--- config.mk ---
export PLATFORM = sky130hd
export DESIGN_NAME = bo_learner
export DESIGN_NICKNAME = d
export VERILOG_FILES = /design/src/rtl/bo_pkg.sv /design/src/rtl/bo_offset_table.sv /design/src/rtl/bo_score_bank.sv /design/src/rtl/bo_pf_gen.sv /design/src/rtl/bo_learner.sv
export SDC_FILE = /design/constraint.sdc
export NUM_CORES = 1
export LEC_CHECK = 0
export ABC_CLOCK_PERIOD_IN_PS = 17700
export BUFFER_PORTS_ARGS = -buffer_cell sky130_fd_sc_hd__clkbuf_2
export CAP_MARGIN = 20
export CORE_MARGIN = 8
export CORE_UTILIZATION = 30
export CTS_BUF_LIST = sky130_fd_sc_hd__clkbuf_4 sky130_fd_sc_hd__clkbuf_8
export DETAILED_ROUTE_END_ITERATION = 8
export PLACE_DENSITY_LB_ADDON = 0.08
export SLEW_MARGIN = 20
export SYNTH_ARGS = -nofsm -noshare
export SYNTH_HDL_FRONTEND = slang
export SYNTH_SLANG_ARGS = --single-unit
--- constraint.sdc ---
create_clock -name clk -period 17.7 [get_ports clk]
set_clock_uncertainty 0.15 [all_clocks]
set_input_delay 1.77 -clock clk [delete_from_list [all_inputs] [get_ports clk]]
set_output_delay 1.77 -clock clk [all_outputs]
set_load 0.05 [all_outputs]
--- src/rtl/bo_pkg.sv ---
package bo_pkg;

  typedef enum logic {
    ST_IDLE = 1'b0,
    ST_LOOK = 1'b1
  } bo_state_e;

  // n-th (1-based) positive integer whose only prime factors are 2, 3, 5
  function automatic int smooth_nth(input int n);
    int cnt;
    int res;
    int x;
    cnt = 0;
    res = 1;
    for (int c = 1; c <= 1024; c++) begin
      x = c;
      for (int j = 0; j < 10; j++) begin
        if (x % 2 == 0) x = x / 2;
        if (x % 3 == 0) x = x / 3;
        if (x % 5 == 0) x = x / 5;
      end
      if (x == 1) begin
        cnt = cnt + 1;
        if (cnt == n) res = c;
      end
    end
    return res;
  endfunction

  // candidate value at list position idx
  function automatic int offset_at(input int idx, input int neg);
    int v;
    if (neg != 0) begin
      v = smooth_nth(idx / 2 + 1);
      if (idx % 2 == 1) v = -v;
    end else begin
      v = smooth_nth(idx + 1);
    end
    return v;
  endfunction

endpackage

--- src/rtl/bo_offset_table.sv ---
module bo_offset_table #(
  parameter int N_OFF  = 16,
  parameter int NEG_EN = 0,
  parameter int OFF_W  = 16,
  parameter int IDX_W  = 4
) (
  input  logic [IDX_W-1:0]        idx,
  output logic signed [OFF_W-1:0] off
);
  import bo_pkg::*;

  logic signed [OFF_W-1:0] tbl [N_OFF];

  if ((NEG_EN != 0) && (N_OFF % 2 != 0)) begin : g_cfg_bad
    $error("negated candidates need an even list length");
  end

  for (genvar g = 0; g < N_OFF; g++) begin : g_entry
    assign tbl[g] = OFF_W'(offset_at(g, NEG_EN));
  end

  assign off = tbl[idx];

endmodule

--- src/rtl/bo_score_bank.sv ---
module bo_score_bank #(
  parameter int N_OFF     = 16,
  parameter int SCORE_MAX = 31,
  parameter int IDX_W     = 4,
  parameter int SCORE_W   = 5
) (
  input  logic               clk,
  input  logic               rst_ni,
  input  logic               clr,
  input  logic               inc,
  input  logic [IDX_W-1:0]   idx,
  output logic [SCORE_W-1:0] score_nxt
);

  logic [SCORE_W-1:0] score_q [N_OFF];
  logic [SCORE_W-1:0] cur;

  always_comb begin
    cur       = score_q[idx];
    score_nxt = (cur >= SCORE_W'(SCORE_MAX)) ? cur : cur + SCORE_W'(1);
  end

  for (genvar g = 0; g < N_OFF; g++) begin : g_ctr
    logic               we;
    logic [SCORE_W-1:0] d;

    always_comb begin
      we = clr | (inc && (idx == IDX_W'(g)));
      d  = clr ? '0 : score_nxt;
    end

    always_ff @(posedge clk or negedge rst_ni) begin
      if (!rst_ni) begin
        score_q[g] <= '0;
      end else if (we) begin
        score_q[g] <= d;
      end
    end

    AST_SCORE_SAT: assert property (@(posedge clk) disable iff (!rst_ni)
      score_q[g] <= SCORE_W'(SCORE_MAX));
  end

endmodule

--- src/rtl/bo_pf_gen.sv ---
module bo_pf_gen #(
  parameter int ADDR_W    = 32,
  parameter int LINE_LOG2 = 6,
  parameter int OFF_W     = 16,
  parameter int DEGREE    = 1,
  parameter int CNT_W     = 1
) (
  input  logic                    clk,
  input  logic                    rst_ni,
  input  logic                    start,
  input  logic [ADDR_W-1:0]       base,
  input  logic signed [OFF_W-1:0] best,
  input  logic                    pf_ready,
  output logic                    pf_valid,
  output logic [ADDR_W-1:0]       pf_addr
);

  logic                    valid_q, valid_d;
  logic [CNT_W-1:0]        cnt_q, cnt_d;
  logic [ADDR_W-1:0]       base_q;
  logic signed [OFF_W-1:0] best_q;
  logic [ADDR_W-1:0]       step;
  logic                    load;

  always_comb begin
    valid_d = valid_q;
    cnt_d   = cnt_q;
    load    = 1'b0;
    if (start) begin
      valid_d = 1'b1;
      cnt_d   = CNT_W'(1);
      load    = 1'b1;
    end else if (valid_q && pf_ready) begin
      if (cnt_q == CNT_W'(DEGREE)) begin
        valid_d = 1'b0;
      end else begin
        cnt_d = cnt_q + CNT_W'(1);
      end
    end
  end

  always_ff @(posedge clk or negedge rst_ni) begin
    if (!rst_ni) begin
      valid_q <= 1'b0;
      cnt_q   <= '0;
    end else begin
      valid_q <= valid_d;
      cnt_q   <= cnt_d;
    end
  end

  always_ff @(posedge clk or negedge rst_ni) begin
    if (!rst_ni) begin
      base_q <= '0;
      best_q <= '0;
    end else if (load) begin
      base_q <= base;
      best_q <= best;
    end
  end

  always_comb begin
    step    = ADDR_W'(best_q) * ADDR_W'(cnt_q);
    pf_addr = base_q + (step << LINE_LOG2);
  end
  assign pf_valid = valid_q;

  AST_PF_HOLD: assert property (@(posedge clk) disable iff (!rst_ni)
    pf_valid && !pf_ready |=> pf_valid && $stable(pf_addr));
  AST_BEAT_RANGE: assert property (@(posedge clk) disable iff (!rst_ni)
    pf_valid |-> (cnt_q >= CNT_W'(1)) && (cnt_q <= CNT_W'(DEGREE)));

endmodule

--- src/rtl/bo_learner.sv ---
module bo_learner #(
  parameter int ADDR_W    = 32,
  parameter int LINE_LOG2 = 6,
  parameter int TAG_W     = 12,
  parameter int OFF_W     = 16,
  parameter int N_OFF     = 16,
  parameter int NEG_EN    = 0,
  parameter int SCORE_MAX = 31,
  parameter int ROUND_MAX = 100,
  parameter int BAD_SCORE = 1,
  parameter int DEGREE    = 1
) (
  input  logic                    clk,
  input  logic                    rst_n,
  input  logic                    acc_valid,
  output logic                    acc_ready,
  input  logic [ADDR_W-1:0]       acc_addr,
  output logic                    lk_req,
  output logic [TAG_W-1:0]        lk_tag,
  input  logic                    lk_ack,
  input  logic                    lk_hit,
  output logic signed [OFF_W-1:0] best_off,
  output logic                    pf_en,
  output logic                    pf_valid,
  input  logic                    pf_ready,
  output logic [ADDR_W-1:0]       pf_addr
);
  import bo_pkg::*;

  localparam int IDX_W   = (N_OFF > 1) ? $clog2(N_OFF) : 1;
  localparam int SCORE_W = $clog2(SCORE_MAX + 1);
  localparam int RND_W   = $clog2(ROUND_MAX + 1);
  localparam int CNT_W   = $clog2(DEGREE + 1);

  // reset: asserted asynchronously, released on the clock
  logic [1:0] rst_pipe;
  logic       rst_ni;
  always_ff @(posedge clk or negedge rst_n) begin
    if (!rst_n) rst_pipe <= 2'b00;
    else        rst_pipe <= {rst_pipe[0], 1'b1};
  end
  assign rst_ni = rst_pipe[1];

  bo_state_e               state_q, state_d;
  logic [ADDR_W-1:0]       base_q;
  logic [IDX_W-1:0]        ptr_q, ptr_d;
  logic [RND_W-1:0]        round_q, round_d;
  logic [SCORE_W-1:0]      bscore_q, bscore_d;
  logic signed [OFF_W-1:0] poff_q, poff_d;
  logic signed [OFF_W-1:0] best_q, best_d;
  logic                    en_q, en_d;

  logic                    acc_fire;
  logic signed [OFF_W-1:0] cur_off;
  logic [SCORE_W-1:0]      score_nxt;
  logic                    sc_inc, sc_clr, pf_start, wrap;
  logic [SCORE_W-1:0]      ph_score;
  logic signed [OFF_W-1:0] ph_off;
  logic [RND_W-1:0]        ph_round;
  logic [ADDR_W-1:0]       look_addr;

  bo_offset_table #(
    .N_OFF (N_OFF), .NEG_EN(NEG_EN), .OFF_W(OFF_W), .IDX_W(IDX_W)
  ) u_tbl (
    .idx(ptr_q), .off(cur_off)
  );

  bo_score_bank #(
    .N_OFF(N_OFF), .SCORE_MAX(SCORE_MAX), .IDX_W(IDX_W), .SCORE_W(SCORE_W)
  ) u_scores (
    .clk(clk), .rst_ni(rst_ni), .clr(sc_clr), .inc(sc_inc),
    .idx(ptr_q), .score_nxt(score_nxt)
  );

  bo_pf_gen #(
    .ADDR_W(ADDR_W), .LINE_LOG2(LINE_LOG2), .OFF_W(OFF_W),
    .DEGREE(DEGREE), .CNT_W(CNT_W)
  ) u_issue (
    .clk(clk), .rst_ni(rst_ni), .start(pf_start), .base(base_q),
    .best(best_d), .pf_ready(pf_ready), .pf_valid(pf_valid), .pf_addr(pf_addr)
  );

  assign acc_ready = (state_q == ST_IDLE) && !pf_valid;
  assign acc_fire  = acc_valid && acc_ready;
  assign lk_req    = (state_q == ST_LOOK);

  // lookup tag taken in the address domain, so negative results just wrap
  always_comb begin
    look_addr = base_q - (ADDR_W'(cur_off) << LINE_LOG2);
    lk_tag    = look_addr[LINE_LOG2 +: TAG_W];
  end

  always_comb begin
    state_d  = state_q;
    ptr_d    = ptr_q;
    round_d  = round_q;
    bscore_d = bscore_q;
    poff_d   = poff_q;
    best_d   = best_q;
    en_d     = en_q;
    sc_inc   = 1'b0;
    sc_clr   = 1'b0;
    pf_start = 1'b0;
    wrap     = (ptr_q == IDX_W'(N_OFF - 1));
    ph_score = bscore_q;
    ph_off   = poff_q;
    ph_round = round_q + RND_W'(wrap);
    case (state_q)
      ST_IDLE: begin
        if (acc_fire) state_d = ST_LOOK;
      end
      ST_LOOK: begin
        if (lk_ack) begin
          state_d = ST_IDLE;
          if (lk_hit) begin
            sc_inc = 1'b1;
            if (score_nxt > bscore_q) begin
              ph_score = score_nxt;
              ph_off   = cur_off;
            end
          end
          ptr_d    = wrap ? '0 : ptr_q + IDX_W'(1);
          round_d  = ph_round;
          bscore_d = ph_score;
          poff_d   = ph_off;
          if ((ph_score >= SCORE_W'(SCORE_MAX)) ||
              (ph_round >= RND_W'(ROUND_MAX))) begin
            round_d  = '0;
            bscore_d = '0;
            poff_d   = '0;
            sc_clr   = 1'b1;
            if (ph_score > SCORE_W'(BAD_SCORE)) begin
              best_d = ph_off;
              en_d   = 1'b1;
            end else begin
              en_d   = 1'b0;
            end
          end
          pf_start = en_d;
        end
      end
      default: state_d = ST_IDLE;
    endcase
  end

  always_ff @(posedge clk or negedge rst_ni) begin
    if (!rst_ni) begin
      state_q  <= ST_IDLE;
      ptr_q    <= '0;
      round_q  <= '0;
      bscore_q <= '0;
      poff_q   <= '0;
      best_q   <= OFF_W'(1);
      en_q     <= 1'b0;
    end else begin
      state_q  <= state_d;
      ptr_q    <= ptr_d;
      round_q  <= round_d;
      bscore_q <= bscore_d;
      poff_q   <= poff_d;
      best_q   <= best_d;
      en_q     <= en_d;
    end
  end

  always_ff @(posedge clk or negedge rst_ni) begin
    if (!rst_ni) base_q <= '0;
    else if (acc_fire) base_q <= acc_addr;
  end

  assign best_off = best_q;
  assign pf_en    = en_q;

  AST_ONE_LOOKUP: assert property (@(posedge clk) disable iff (!rst_ni)
    lk_req && lk_ack |=> !lk_req);
  AST_ROUND_BOUND: assert property (@(posedge clk) disable iff (!rst_ni)
    round_q < RND_W'(ROUND_MAX));
  AST_OFF_NEEDS_EN: assert property (@(posedge clk) disable iff (!rst_ni)
    !$stable(best_off) |-> pf_en);
  AST_ACC_HOLDOFF: assert property (@(posedge clk) disable iff (!rst_ni)
    acc_valid && acc_ready |=> !acc_ready);

endmodule

=== Word level (Yosys, flattened, before mapping) ===
Memories as Yosys holds them, arrays and structs flattened.
Cells that the tools add are included.

* Add/sub/neg operators: 6
* Multipliers: 1
* Divide/modulo/power cells: 0
* $lt $le $gt $ge: 6
* Eq/ne operators: 15
* Shift operators: 0
* Mux-type cells: 41
* Bitwise gates (word level): 18
* Reductions and logical operators: 26

{| class="wikitable"
|+ Operator list
! kind !! number
|-
| $mux 16 || 9
|-
| $mux 5 || 9
|-
| $add 32x32->32 || 1
|-
| $eq 4x4->1 const B || 8
|-
| $mul 32x1->26 || 1
|-
| $bmux 5 s4 || 1
|-
| $logic_and 1x1->1 || 19
|-
| $mux 1 || 19
|-
| $sub 18x18->18 || 1
|-
| $eq 4x3->1 const B || 4
|-
| $or 1x1->1 || 16
|-
| $ge 5x5->1 const B || 3
|-
| $eq 4x2->1 const B || 2
|-
| $add 7x1->7 || 1
|-
| $ge 7x7->1 const B || 1
|-
| $mux 7 || 1
|-
| $add 5x1->5 const B || 1
|-
| $gt 5x1->1 const B || 1
|-
| $gt 5x5->1 || 1
|-
| $not 4->5 || 1
|-
| $add 4x1->4 const B || 1
|-
| $eq 4x1->1 const B || 1
|-
| $logic_not 4->1 || 1
|-
| $mux 4 || 1
|-
| other kinds (7) || 9
|}

* Register bits after elaboration: 214
* Latch bits: 0
* Memory bits (writable): 0
* ROM bits: 256
* Output and inout bits: 64
* Word-level logic and storage cells: 143
* Memories: 1

{| class="wikitable"
|+ Memories
! name !! depth !! width !! rd ports !! clocked after Yosys merged registers in !! write ports !! RTL line !! RTL
|-
| (no name shown) || 16 || 16 || 1 || 0 || 0 || bo_offset_table.sv:22 || <nowiki>assign off = tbl[idx];</nowiki>
|}

=== Longest topological paths before layout ===
Gate-level depths: netlist of run 1.

* Word-level depth: 18
* Gate-level depth with buffers: 27
* Gate-level depth less buffers: 21

=== Hierarchy ===
A second synthesis of run 1 with hierarchy kept.

* Cells, all modules: 1178
* Area total of the unflattened synthesis: 12231.7 um2

{| class="wikitable"
|+ Modules (own cells, without submodules)
! module !! instances !! cells each !! area an instance (um2) !! sequential area each (um2)
|-
| bo_learner || 1 || 386 || 4300.4 || 2103.3
|-
| bo_score_bank || 1 || 415 || 4210.3 || 2001.9
|-
| bo_pf_gen || 1 || 350 || 3459.6 || 1251.2
|-
| bo_offset_table || 1 || 27 || 261.5 || 0.0
|}

=== Least setup slack after synthesis of run 1 ===
Ideal clock, no wire load.

* Path type: register -> output
* Start point: register u_issue.cnt_q
* End point: output port pf_addr[30]
* Data arrival time: 4.437 ns
* Slack: 11.343 ns
* Stages on the path, launching flop included: 14
* Path buffers: 0
* Cells stage by stage: dfrtp_1 > and2_1 > ha_1 > inv_1 > fa_1 > nor2b_1 > o21ai_0 > a21o_1 > a311o_1 > a31oi_1 > o311ai_0 > a21oi_1 > o21a_1 > o311ai_0

* Cells in the longest elaborated chain, start to end: 2

{| class="wikitable"
|+ Ends and longest elaborated chain
! item !! RTL line !! RTL
|-
| from (decl) || bo_pf_gen.sv:19 || <nowiki>logic [CNT_W-1:0] cnt_q, cnt_d;</nowiki>
|-
| from (signal assigned) || bo_pf_gen.sv:48 || <nowiki>cnt_q <= cnt_d;</nowiki>
|-
| $mul 32x1->26 || bo_pf_gen.sv:63 || <nowiki>step = ADDR_W'(best_q) * ADDR_W'(cnt_q);</nowiki>
|-
| $add 32x32->32 || bo_pf_gen.sv:64 || <nowiki>pf_addr = base_q + (step << LINE_LOG2);</nowiki>
|-
| to (decl) || bo_learner.sv:26 || <nowiki>output logic [ADDR_W-1:0] pf_addr</nowiki>
|}

Every way passes these cells.

=== Worst setup path after layout of run 1 ===
* Start point: register ptr_q[0]
* End point: register u_scores.score_q[74] (netlist bit)

* Cells in the longest elaborated chain, start to end: 17
* Elaborated cells on any way between the ends: 24
* Classes of those cells: 2 x add/sub; 4 x order compare; 2 x eq/ne; 12 x mux; 2 x bitwise; 2 x reduce/logical

{| class="wikitable"
|+ Ends and longest elaborated chain
! item !! RTL line !! RTL
|-
| from (decl) || bo_learner.sv:46 || <nowiki>logic [IDX_W-1:0] ptr_q, ptr_d;</nowiki>
|-
| from (signal assigned) || bo_learner.sv:157 || <nowiki>ptr_q <= ptr_d;</nowiki>
|-
| $not 4->5 (implied by the code) || bo_score_bank.sv:19 || <nowiki>cur = score_q[idx];</nowiki>
|-
| $bmux 5 s4 || bo_score_bank.sv:19 ||
|-
| $mux 5 (implied by the code) (2 in a row) || bo_score_bank.sv:19 ||
|-
| $add 5x1->5 or $ge 5x5->1 (tied branches) || bo_score_bank.sv:20 || <nowiki>score_nxt = (cur >= SCORE_W'(SCORE_MAX)) ? cur : cur + SCORE_W'(1);</nowiki>
|-
| $mux 5 || bo_score_bank.sv:20 ||
|-
| $gt 5x5->1 || bo_learner.sv:117 || <nowiki>if (score_nxt > bscore_q) begin</nowiki>
|-
| $mux 5 || bo_learner.sv:117 ||
|-
| $mux 5 || bo_learner.sv:115 || <nowiki>if (lk_hit) begin</nowiki>
|-
| $mux 5 || bo_learner.sv:113 || <nowiki>if (lk_ack) begin</nowiki>
|-
| $mux 5 || bo_learner.sv:108 || <nowiki>case (state_q)</nowiki>
|-
| $ge 5x5->1 || bo_learner.sv:126 || <nowiki>if ((ph_score >= SCORE_W'(SCORE_MAX)) ||</nowiki>
|-
| $logic_or 1x1->1 || bo_learner.sv:126 ||
|-
| $mux 1 || bo_learner.sv:126 ||
|-
| $mux 1 || bo_learner.sv:113 ||
|-
| $mux 1 || bo_learner.sv:108 ||
|-
| $mux 5 or $or 1x1->1 (tied branches) || bo_score_bank.sv:29, bo_score_bank.sv:28 ||
|-
| to (decl) || bo_score_bank.sv:15 || <nowiki>logic [SCORE_W-1:0] score_q [N_OFF];</nowiki>
|}

Several ways; a longest one is shown, not always the timed one. The select of a mux whose other input is x is not followed.
A chain may end at the register's enable or synchronous reset.

==> results of run 1 <==
==> sequential cells by signal (all words and copies together) (netlist names) <==
name	count
u_issue.cnt_q	1
poff_q	16
round_q	7
best_off	16
u_issue.best_q	16
u_issue.pf_valid	1
pf_en	1
bscore_q	5
u_scores.score_q	80
base_q	32
lk_req	1
rst_pipe	2
u_issue.base_q	32
ptr_q	4
==> worst max path at each step <==
| stage | startpoint | end | slack (ps) | cells past startpoint |
|---|---|---|---|---|
| finish | ptr_q[0] | u_scores.score_q[74] | 10350 | 24 |
| floorplan | rst_pipe[1] | base_q[0] | 11150 | 0 |
| global placement | ptr_q[0] | pf_en | 10470 | 24 |
| CTS | ptr_q[0] | pf_en | 10300 | 24 |
| global route | ptr_q[0] | pf_en | 9800 | 24 |
| detailed placement | ptr_q[0] | u_scores.score_q[0] | 10300 | 24 |
==> routing by layer <==
| metal | up-vias | global-route usage, % |
|---|---|---|
| li1 | 4457 | - |
| met1 | 4518 | 20.66 |
| met2 | 172 | 24.32 |
| met3 | 52 | 3.371 |
| met4 | 2 | 4.471 |
| met5 | - | 0 |
==> power groups by stage <==
| stage | clock, uW | combinational (uW) | sequential (uW) |
|---|---|---|---|
| 4_1_cts | 564 | 1240 | 704 |
| 6_report | 540 | 1220 | 700 |
| 3_5_place_dp | 0 | 1230 | 711 |
| 5_1_grt | 584 | 1310 | 718 |
| 2_1_floorplan | 0 | 937 | 678 |
| 3_3_place_gp | 0 | 1230 | 709 |
==> critical path, delay by kind of cell (launching register included) <==
kind	cells	cell delay [ps]
simple gates	7	1030
mux	2	840
buf+inv	4	1690
flops	1	320
compound gates	8	2140
fa+ha+maj	3	850
==> logic make-up after synthesis <==
family,count (synthesis),synth area share [%]
fa+ha+maj,46,4.965
buf+inv,119,4.660
mux,115,12.83
xor+xnor,30,2.209
other cells,1,0.03153
compound gates,272,14.63
flops,214,45.03
simple gates,390,15.63
==> layout make-up <==
cell class,count,area share [%]
multi-input combinational,854,43.62
sequential,214,38.94
clock buffer,62,5.881
timing repair buffer,124,5.017
tap,525,4.772
inverter,41,1.118
clock inverter,8,0.6544
==> layout by cell type (no fill, tap or decap), types with 3 or more instances in the layout <==
cell type	n
nor2b_1	23
nor3b_1	3
o22ai_1	5
a21o_1	12
clkinv_2	6
nand2b_1	7
dfrtp_1	212
mux4_2	19
nor3_1	14
nand4_1	22
mux2_4	7
o21ai_0	32
and2_1	32
xor2_1	13
xnor2_1	17
or3_1	3
a22oi_1	5
o21a_1	7
mux2_2	69
inv_1	38
clkbuf_2	101
buf_4	22
clkbuf_8	55
a31oi_1	21
a21oi_1	112
and3_1	8
a211oi_1	8
a2111oi_0	17
clkbuf_4	7
nand2_1	115
o31ai_1	20
nand3_1	57
o311ai_0	3
or4_1	3
nor4_1	5
nor2_1	91
o211ai_1	6
ha_1	44
mux2i_1	18
==> stage by stage <==
step                      std cells  util, %
after floorplan                1187        -
after global placement         1758    32.61
after detailed placement       1758    32.61
after CTS                      1828    34.89
after global routing           1828    34.89
final                          1828    34.89
==> results.cfg, run 1 <==
[global_route]
grt_pass1_vias = 9405
antenna_found_initial = 1
track_usage_pct = 15.29
grt_max_degree = 166
grt_pass1_wl_um = 56420
grt.overflow.total = 0

[power]
pwr-share-comb_pct = 49.6
p_leak_uw = 0.006275
p_sw_share_pct = 47.13
ir_drop_uv = 112.9
total_power_uw = 2459
clock_power_share_pct = 22.0
power.switching_uw = 1159
p_int_uw = 1300
power.density_nw_per_um2 = 178.7
seqPwrFrac_pct = 28.4

[flow_run]
cap_violations = 0

[setup_path]
cp_slowest_stage_delay_ps = 760
cpMostUsedCell = buf_4
cp.required_ps = 17960
ff2ff_setup_slack_ps = 10350
start_kind = register
r2r_end = u_scores.score_q[74]
criticalPathCategory = register to register
reg2regPathDepth = 24
crit_fanout = 81
cp_slowest_cell = a21oi_2
cp-end-kind = register
arrival_ps = 7610
r2r-start = ptr_q[0]
path_cells = buf_4 -> mux4_2 -> mux2i_1 -> nand2_1 -> and2_1 -> ha_1 -> and3_1 -> ha_1 -> a21oi_1 -> a41oi_1 -> a21oi_2 -> ha_1 -> and3_1 -> o21a_1 -> o311ai_2 -> buf_4 -> nor3_1 -> a21oi_1 -> nand2_1 -> a211o_1 -> buf_4 -> a21oi_4 -> buf_4 -> nor2_1

[min_path]
hold_class = register to register
hold_end = rst_pipe[1]
hold_depth = 0
hp-start = rst_pipe[0]

[clock_network]
htreeDepth = 2
clk-insertion-delay-late_ps = 580
clockBufferDepth = 3
cts_tree = built
cts_hold_buf = 0
postCtsSetupBuffers = 0
cts_resized = 0
cts_sinks = 214
cts_buffers = 42
cts_root_buffer = clkbuf_8
clkTransAtPathRegs_ps = 50

[logic_synthesis]
synthTopCellsByCount = 213 x dfrtp_1, 115 x nand2_1, 112 x a21oi_1
async_flop_share_pct = 100.0
synth_cells = 1187
yosysTopAreaCellShare_pct = 44.81
synth_area_um2 = 11890
synth_nets = 1271
ys_ff_latch = 214
syn_avg_cell_area_um2 = 10.02
synth_edf_count = 0
synth.distinct_cells = 70
synthTopCellsByArea = dfrtp_1 45%, mux2_2 6.5%, a21oi_1 4.7%
ys.flop_type = dfrtp_1
seq_area_frac_synth_pct = 45.03
synth.most_common_cell = dfrtp_1
yosysWarnings = 0
yosys.area.top_type = dfrtp_1

[cells_and_area]
n_antenna_cell = 0
multiInputGateArea_um2 = 6005
seq_area_um2 = 5360
fin_nets = 1361
fillers = 4120
final_cell_area_um2 = 13770
drive_gt1_share_pct = 23.71
syn_to_final_growth_pct = 15.74

[floorplan]
dieArea_um2 = 46270
initial_core_util_pct = 30.14
die_w_um = 215.1
num_io_pins = 102
dieHeight_um = 215.1
core_um2 = 39460
fp-row-count = 73

[timing]
relSlewSlack_pct = 24.73
holdWs_ps = 198.7
slew_viol_final = 0
worstMarginPinSlew_ps = 1129
hold_violations = 0
layout_min_cycle_time_ps = 7347
fmax_ghz = 0.1361
fin_ws_ps = 10350
min_period_over_period_pct = 41.51
setup_viol = 0
rsz0062_at_grt = no
setup_tns_ps = 0

[detailed_routing]
route.met3.wl_um = 1566
first_iter_violations = 603
highest_layer = met5
drt_pre_antenna_iters = 5
vias_per_cell = 5.033
antenna_left = 0
wirelength_um = 35690
vias = 9201
wl_per_cell_um = 19.52
met1_length_um = 16700
drc_errors = 0
dr_wl_met2_um = 16650

[place]
place_hpwl_um = 23940
place_ws_ps = 10300
port_buffers = 101
placed_cell_area_um2 = 12870
routabilityCongestion = 0.7717

[outcome]
outcome = completed
(Power assumes the default switching activity.)
==> run 2: changes to the inputs <==
--- a/config.mk
+++ b/config.mk
@@ -5,7 +5,7 @@
 export SDC_FILE = /design/constraint.sdc
 export NUM_CORES = 1
 export LEC_CHECK = 0
-export ABC_CLOCK_PERIOD_IN_PS = 17700
+export ABC_CLOCK_PERIOD_IN_PS = 7000
 export BUFFER_PORTS_ARGS = -buffer_cell sky130_fd_sc_hd__clkbuf_2
 export CAP_MARGIN = 20
 export CORE_MARGIN = 8
==> constraint.sdc (replaced) <==
create_clock -name clk -period 7 [get_ports clk]
set_clock_uncertainty 0.15 [all_clocks]
set_input_delay 0.7 -clock clk [delete_from_list [all_inputs] [get_ports clk]]
set_output_delay 0.7 -clock clk [all_outputs]
set_load 0.05 [all_outputs]
==> run 2 against run 1 <==
Net effect: combinational power grew to 2.5 times the previous value; setup slack worse by 9800 ps; fmax is 14% higher; largest cell class unchanged.
==> results.cfg, run 2 (synthesis results as in run 1) <==
[outcome]
outcome = completed

[detailed_routing]
vias = 9254
wl_per_cell_um = 19.37
wirelength_um = 35680
antenna_left = 0
drc_errors = 0
drt_pre_antenna_iters = 7
first_iter_violations = 535
vias_per_cell = 5.024

[floorplan]
num_io_pins = 102
dieArea_um2 = 46270
die_w_um = 215.1
dieHeight_um = 215.1
core_um2 = 39460
fp-row-count = 73
initial_core_util_pct = 30.14

[min_path]
hold_class = input pin to register

[place]
place_hpwl_um = 24260
port_buffers = 101
place_ws_ps = 537.4
dp_cells = 1765
routabilityCongestion = 0.7710

[timing]
layout_min_cycle_time_ps = 6422
relSlewSlack_pct = 33.84
slew_viol_final = 0
setup_viol = 0
holdWs_ps = 183.5
hold_violations = 0
fmax_ghz = 0.1557
worstMarginPinSlew_ps = 992.4
setup_tns_ps = 0
rsz0062_at_grt = no
min_period_over_period_pct = 91.74
fin_ws_ps = 578.2

[clock_network]
cts_buffers = 44
htreeDepth = 2
cts_root_buffer = clkbuf_8
clockBufferDepth = 3
cts_resized = 0
cts_sinks = 214
clk-insertion-delay-late_ps = 590
clkTransAtPathRegs_ps = 60
cts_tree = built

[cells_and_area]
drive_gt1_share_pct = 24.45
fin_nets = 1371
n_antenna_cell = 0
seq_area_um2 = 5360
syn_to_final_growth_pct = 16.93
multiInputGateArea_um2 = 6005
fillers = 4079
top_register = u_scores.score_q
reg_top3 = u_scores.score_q (80), base_q (32), u_issue.base_q (32)
final_common_cell = dfrtp_1
largest_register_ffs = 80
utilization_pct = 35.25
final_cell_mix = 212 x dfrtp_1, 115 x nand2_1, 112 x a21oi_1
final_cell_count_no_fill = 1842

[global_route]
grt.overflow.total = 0
grt_pass1_vias = 9490
track_usage_pct = 15.44
grt_max_degree = 171
antenna_found_initial = 2
grt_pass1_wl_um = 57210

[setup_path]
arrival_ps = 6720
cp.required_ps = 7300
criticalPathCategory = register to register
crit_fanout = 30
cp-end-kind = register
start_kind = register

[power]
ir_drop_uv = 270.7
p_leak_uw = 0.006344
power.density_nw_per_um2 = 452.7

[flow_run]
cap_violations = 0
-- run 2: critical path, stage by stage, from the launching register on --
cell       delay (ps)
dfrtp_1           640
mux4_2            570
mux2i_1           310
nand2_1           200
and2_1            190
ha_1              190
and3_1            140
ha_1              260
a21oi_1           200
a41oi_1           220
a21oi_2           180
ha_1              260
and3_1            190
o21a_1            120
o31ai_1           360
nor2b_1           180
o2111ai_1         160
nand2_1           190
a211o_1           400
buf_4             270
a31oi_1           550
buf_4             290
nor2b_1            60
-- run 2: metrics by stage --
step / total power, uW / cell area [um2]
CTS: 6430 / 13910
global route: 6735 / 13910
floorplan: 4084 / 11890
global placement: 4926 / 12930
finish: 6295 / 13910
detailed placement: 4933 / 12930
-- run 2: cell type report --
type	instances	area share [%]
sequential	214	38.54
timing repair buffer	132	5.506
clock inverter	4	0.3599
inverter	41	1.107
clock buffer	72	6.586
tap	525	4.723
multi-input combinational	854	43.18
-- run 2: final timing paths --
| path | from | slack (ps) | to | depth (start not counted) |
|---|---|---|---|---|
| min in group asynchronous | rst_pipe[1] | 190 | u_issue.base_q[4] | 0 |
| max in group asynchronous | rst_pipe[1] | 5070 | u_scores.score_q[5] | 1 |
| min | acc_addr[6] | 180 | base_q[6] | 3 |
| max reg2reg | ptr_q[0] | 580 | poff_q[8] | 22 |
| max | ptr_q[0] | 580 | poff_q[8] | 22 |
| min reg2reg | rst_pipe[1] | 190 | u_issue.base_q[4] | 0 |
-- run 2: power by group --
group          total (uW)  internal [uW]  switching [uW]
Combinational        3090            963            2120
Clock                1430            857             578
Sequential           1780           1540             238
-- run 2: layer usage --
layer	up-vias	share of wire, %	track usage [%]	wire [um]
met5	-	0.022	0	8
met3	63	4.0	2.907	1428
met2	189	46	24.46	16400
met4	2	2.4	5.129	851
li1	4473	-	-	-
met1	4527	48	21.02	16990
-- run 2: repair_timing --
| action | 4_1_cts | 5_1_grt |
|---|---|---|
| setup buffers | 0 | 0 |
| endpoints found under the hold margin | 2 | 0 |
| hold buffers | 1 | 0 |
==> run 3: changes to the inputs <==
--- a/config.mk
+++ b/config.mk
@@ -5,7 +5,7 @@
 export SDC_FILE = /design/constraint.sdc
 export NUM_CORES = 1
 export LEC_CHECK = 0
-export ABC_CLOCK_PERIOD_IN_PS = 7000
+export ABC_CLOCK_PERIOD_IN_PS = 6700
 export BUFFER_PORTS_ARGS = -buffer_cell sky130_fd_sc_hd__clkbuf_2
 export CAP_MARGIN = 20
 export CORE_MARGIN = 8
@@ -13,7 +13,7 @@
 export CTS_BUF_LIST = sky130_fd_sc_hd__clkbuf_4 sky130_fd_sc_hd__clkbuf_8
 export DETAILED_ROUTE_END_ITERATION = 8
 export PLACE_DENSITY_LB_ADDON = 0.08
-export SLEW_MARGIN = 20
+export SLEW_MARGIN = 0
 export SYNTH_ARGS = -nofsm -noshare
 export SYNTH_HDL_FRONTEND = slang
 export SYNTH_SLANG_ARGS = --single-unit
==> constraint.sdc (replaced) <==
create_clock -name clk -period 6.7 [get_ports clk]
set_clock_uncertainty 0.15 [all_clocks]
set_input_delay 0.67 -clock clk [delete_from_list [all_inputs] [get_ports clk]]
set_output_delay 0.67 -clock clk [all_outputs]
set_load 0.05 [all_outputs]
==> run 3 against run 2 <==
Net effect: sequential share of layout area about the same; hold slack lost 29 ps; clock power hardly changed; via count about the same; first-iteration DRC count is 3.4% higher; die area did not move; non-clock buffer count is 1 higher; register-to-register slack worse by 130 ps; critical path depth is 2 lower.
==> results.cfg, run 3 (synthesis results as in run 1) <==
[outcome]
outcome = completed

[flow_run]
cap_violations = 0

[timing]
setup_viol = 0
setup_tns_ps = 0
worstMarginPinSlew_ps = 992.7
rsz0062_at_grt = no
holdWs_ps = 154.5
min_period_over_period_pct = 93.38
relSlewSlack_pct = 33.82
slew_viol_final = 0
hold_violations = 0
fmax_ghz = 0.1598
layout_min_cycle_time_ps = 6257

[setup_path]
arrival_ps = 6560
start_kind = register
crit_fanout = 33
r2r-start = ptr_q[0]
cp-end-kind = register
reg2regPathDepth = 20
ff2ff_setup_slack_ps = 440
criticalPathCategory = register to register
r2r_end = best_off[12]
crit_start = ptr_q[0]
endpoint = best_off[12]
cp.required_ps = 7000

[cells_and_area]
drive_gt1_share_pct = 24.58
reg_top3 = u_scores.score_q (80), base_q (32), u_issue.base_q (32)
syn_to_final_growth_pct = 16.83
largest_register_ffs = 80
final_cell_area_um2 = 13900
fin_nets = 1370
fillers = 4057
utilization_pct = 35.22
final_cell_mix = 211 x dfrtp_1, 115 x nand2_1, 112 x a21oi_1
final_common_cell = dfrtp_1
top_register = u_scores.score_q

[floorplan]
die_w_um = 215.1
num_io_pins = 102
initial_core_util_pct = 30.14
fp-row-count = 73
core_um2 = 39460
dieHeight_um = 215.1
dieArea_um2 = 46270

[detailed_routing]
met1_length_um = 17110
antenna_left = 0
dr_wl_met2_um = 16550
wirelength_um = 35700
highest_layer = met5
drc_errors = 0
drt_pre_antenna_iters = 4
wl_per_cell_um = 19.36
vias_per_cell = 5.020
route.met3.wl_um = 1413
vias = 9256
first_iter_violations = 553

[place]
placed_cell_area_um2 = 12960
place_hpwl_um = 24350
routabilityCongestion = 0.7787
port_buffers = 101

[global_route]
grt_max_degree = 144
grt_pass1_vias = 9383
grt_pass1_wl_um = 56680
track_usage_pct = 15.24
grt.overflow.total = 0
antenna_found_initial = 1

[clock_network]
cts_sinks = 214
clk-insertion-delay-late_ps = 580
postCtsSetupBuffers = 0
htreeDepth = 2
cts_tree = built
clockBufferDepth = 3
cts_buffers = 42
clkTransAtPathRegs_ps = 60
cts_root_buffer = clkbuf_8

[power]
total_power_uw = 6536
ir_drop_uv = 274.9
p_leak_uw = 0.006342
power.density_nw_per_um2 = 470.4

[min_path]
hold_class = input pin to register
==> run 3: changes by cell type in the layout (fill, tap and decap cells not counted), sizes merged <==
cell      change
clkbuf        +2
clkinvlp      -2
buf           +1
bufinv        -1
clkinv        +1
diode         +1
==> run 3: area by class of cell <==
cell class                      instances  area, um2  share of cell area (%)
Timing Repair Buffer                  133      798.3                   5.745
Clock buffer                           74      905.9                   6.519
Antenna cell                            1      2.502                 0.01801
Sequential cell                       214       5361                   38.58
Clock inverter                          2      10.01                 0.07203
Tap cell                              525      656.9                   4.727
Inverter                               41      153.9                   1.108
Multi-Input combinational cell        854       6007                   43.23
==> run 3: worst max-delay path: stages (launching register included) <==
cell	delay, ps
dfrtp_2	520
mux4_2	550
mux2i_1	310
nand2_1	200
and2_1	190
ha_1	200
and3_1	140
ha_1	270
a21oi_1	190
a41oi_1	210
a21oi_2	180
ha_1	250
and3_1	180
o21a_1	130
o31ai_1	400
nor2b_1	200
o2111ai_1	180
nand2_1	190
a211o_1	520
a211o_4	600
mux2_4	360
==> run 3: metrics by stage <==
step                      cells  setup WS (ps)
final                      1844          443.4
after detailed placement   1766          289.2
after floorplan            1187          146.7
after global routing       1843          5.326
after CTS                  1843          222.4
after global placement     1766          429.6
==> run 3: per-layer routing <==
layer  GRT usage (%)  up-vias
met2           24.39      151
met3           3.399       46
met1           20.60     4575
met4           4.040        2
met5               0        -
li1                -     4482
==> run 3: worst min path at each step <==
stage                startpoint     endpoint  slack [ps]  cells after the start
floorplan           rst_pipe[0]  rst_pipe[1]         180                      0
global placement    rst_pipe[0]  rst_pipe[1]         190                      0
detailed placement  rst_pipe[0]  rst_pipe[1]         190                      0
CTS                 acc_addr[6]    base_q[6]         100                      3
global route        acc_addr[4]    base_q[4]         130                      2
finish              acc_addr[6]    base_q[6]         150                      3
==> run 3: where the power goes <==
group / internal, uW / switching, uW
clock network: 841 / 587
registers: 1610 / 244
logic: 1020 / 2240
==> run 3: repair_timing <==
item / 4_1_cts / 5_1_grt
setup endpoints to repair: 0 / 62
gates resized for setup: 0 / 3
hold endpoints to repair: 2 / 0
hold buffers: 1 / 0
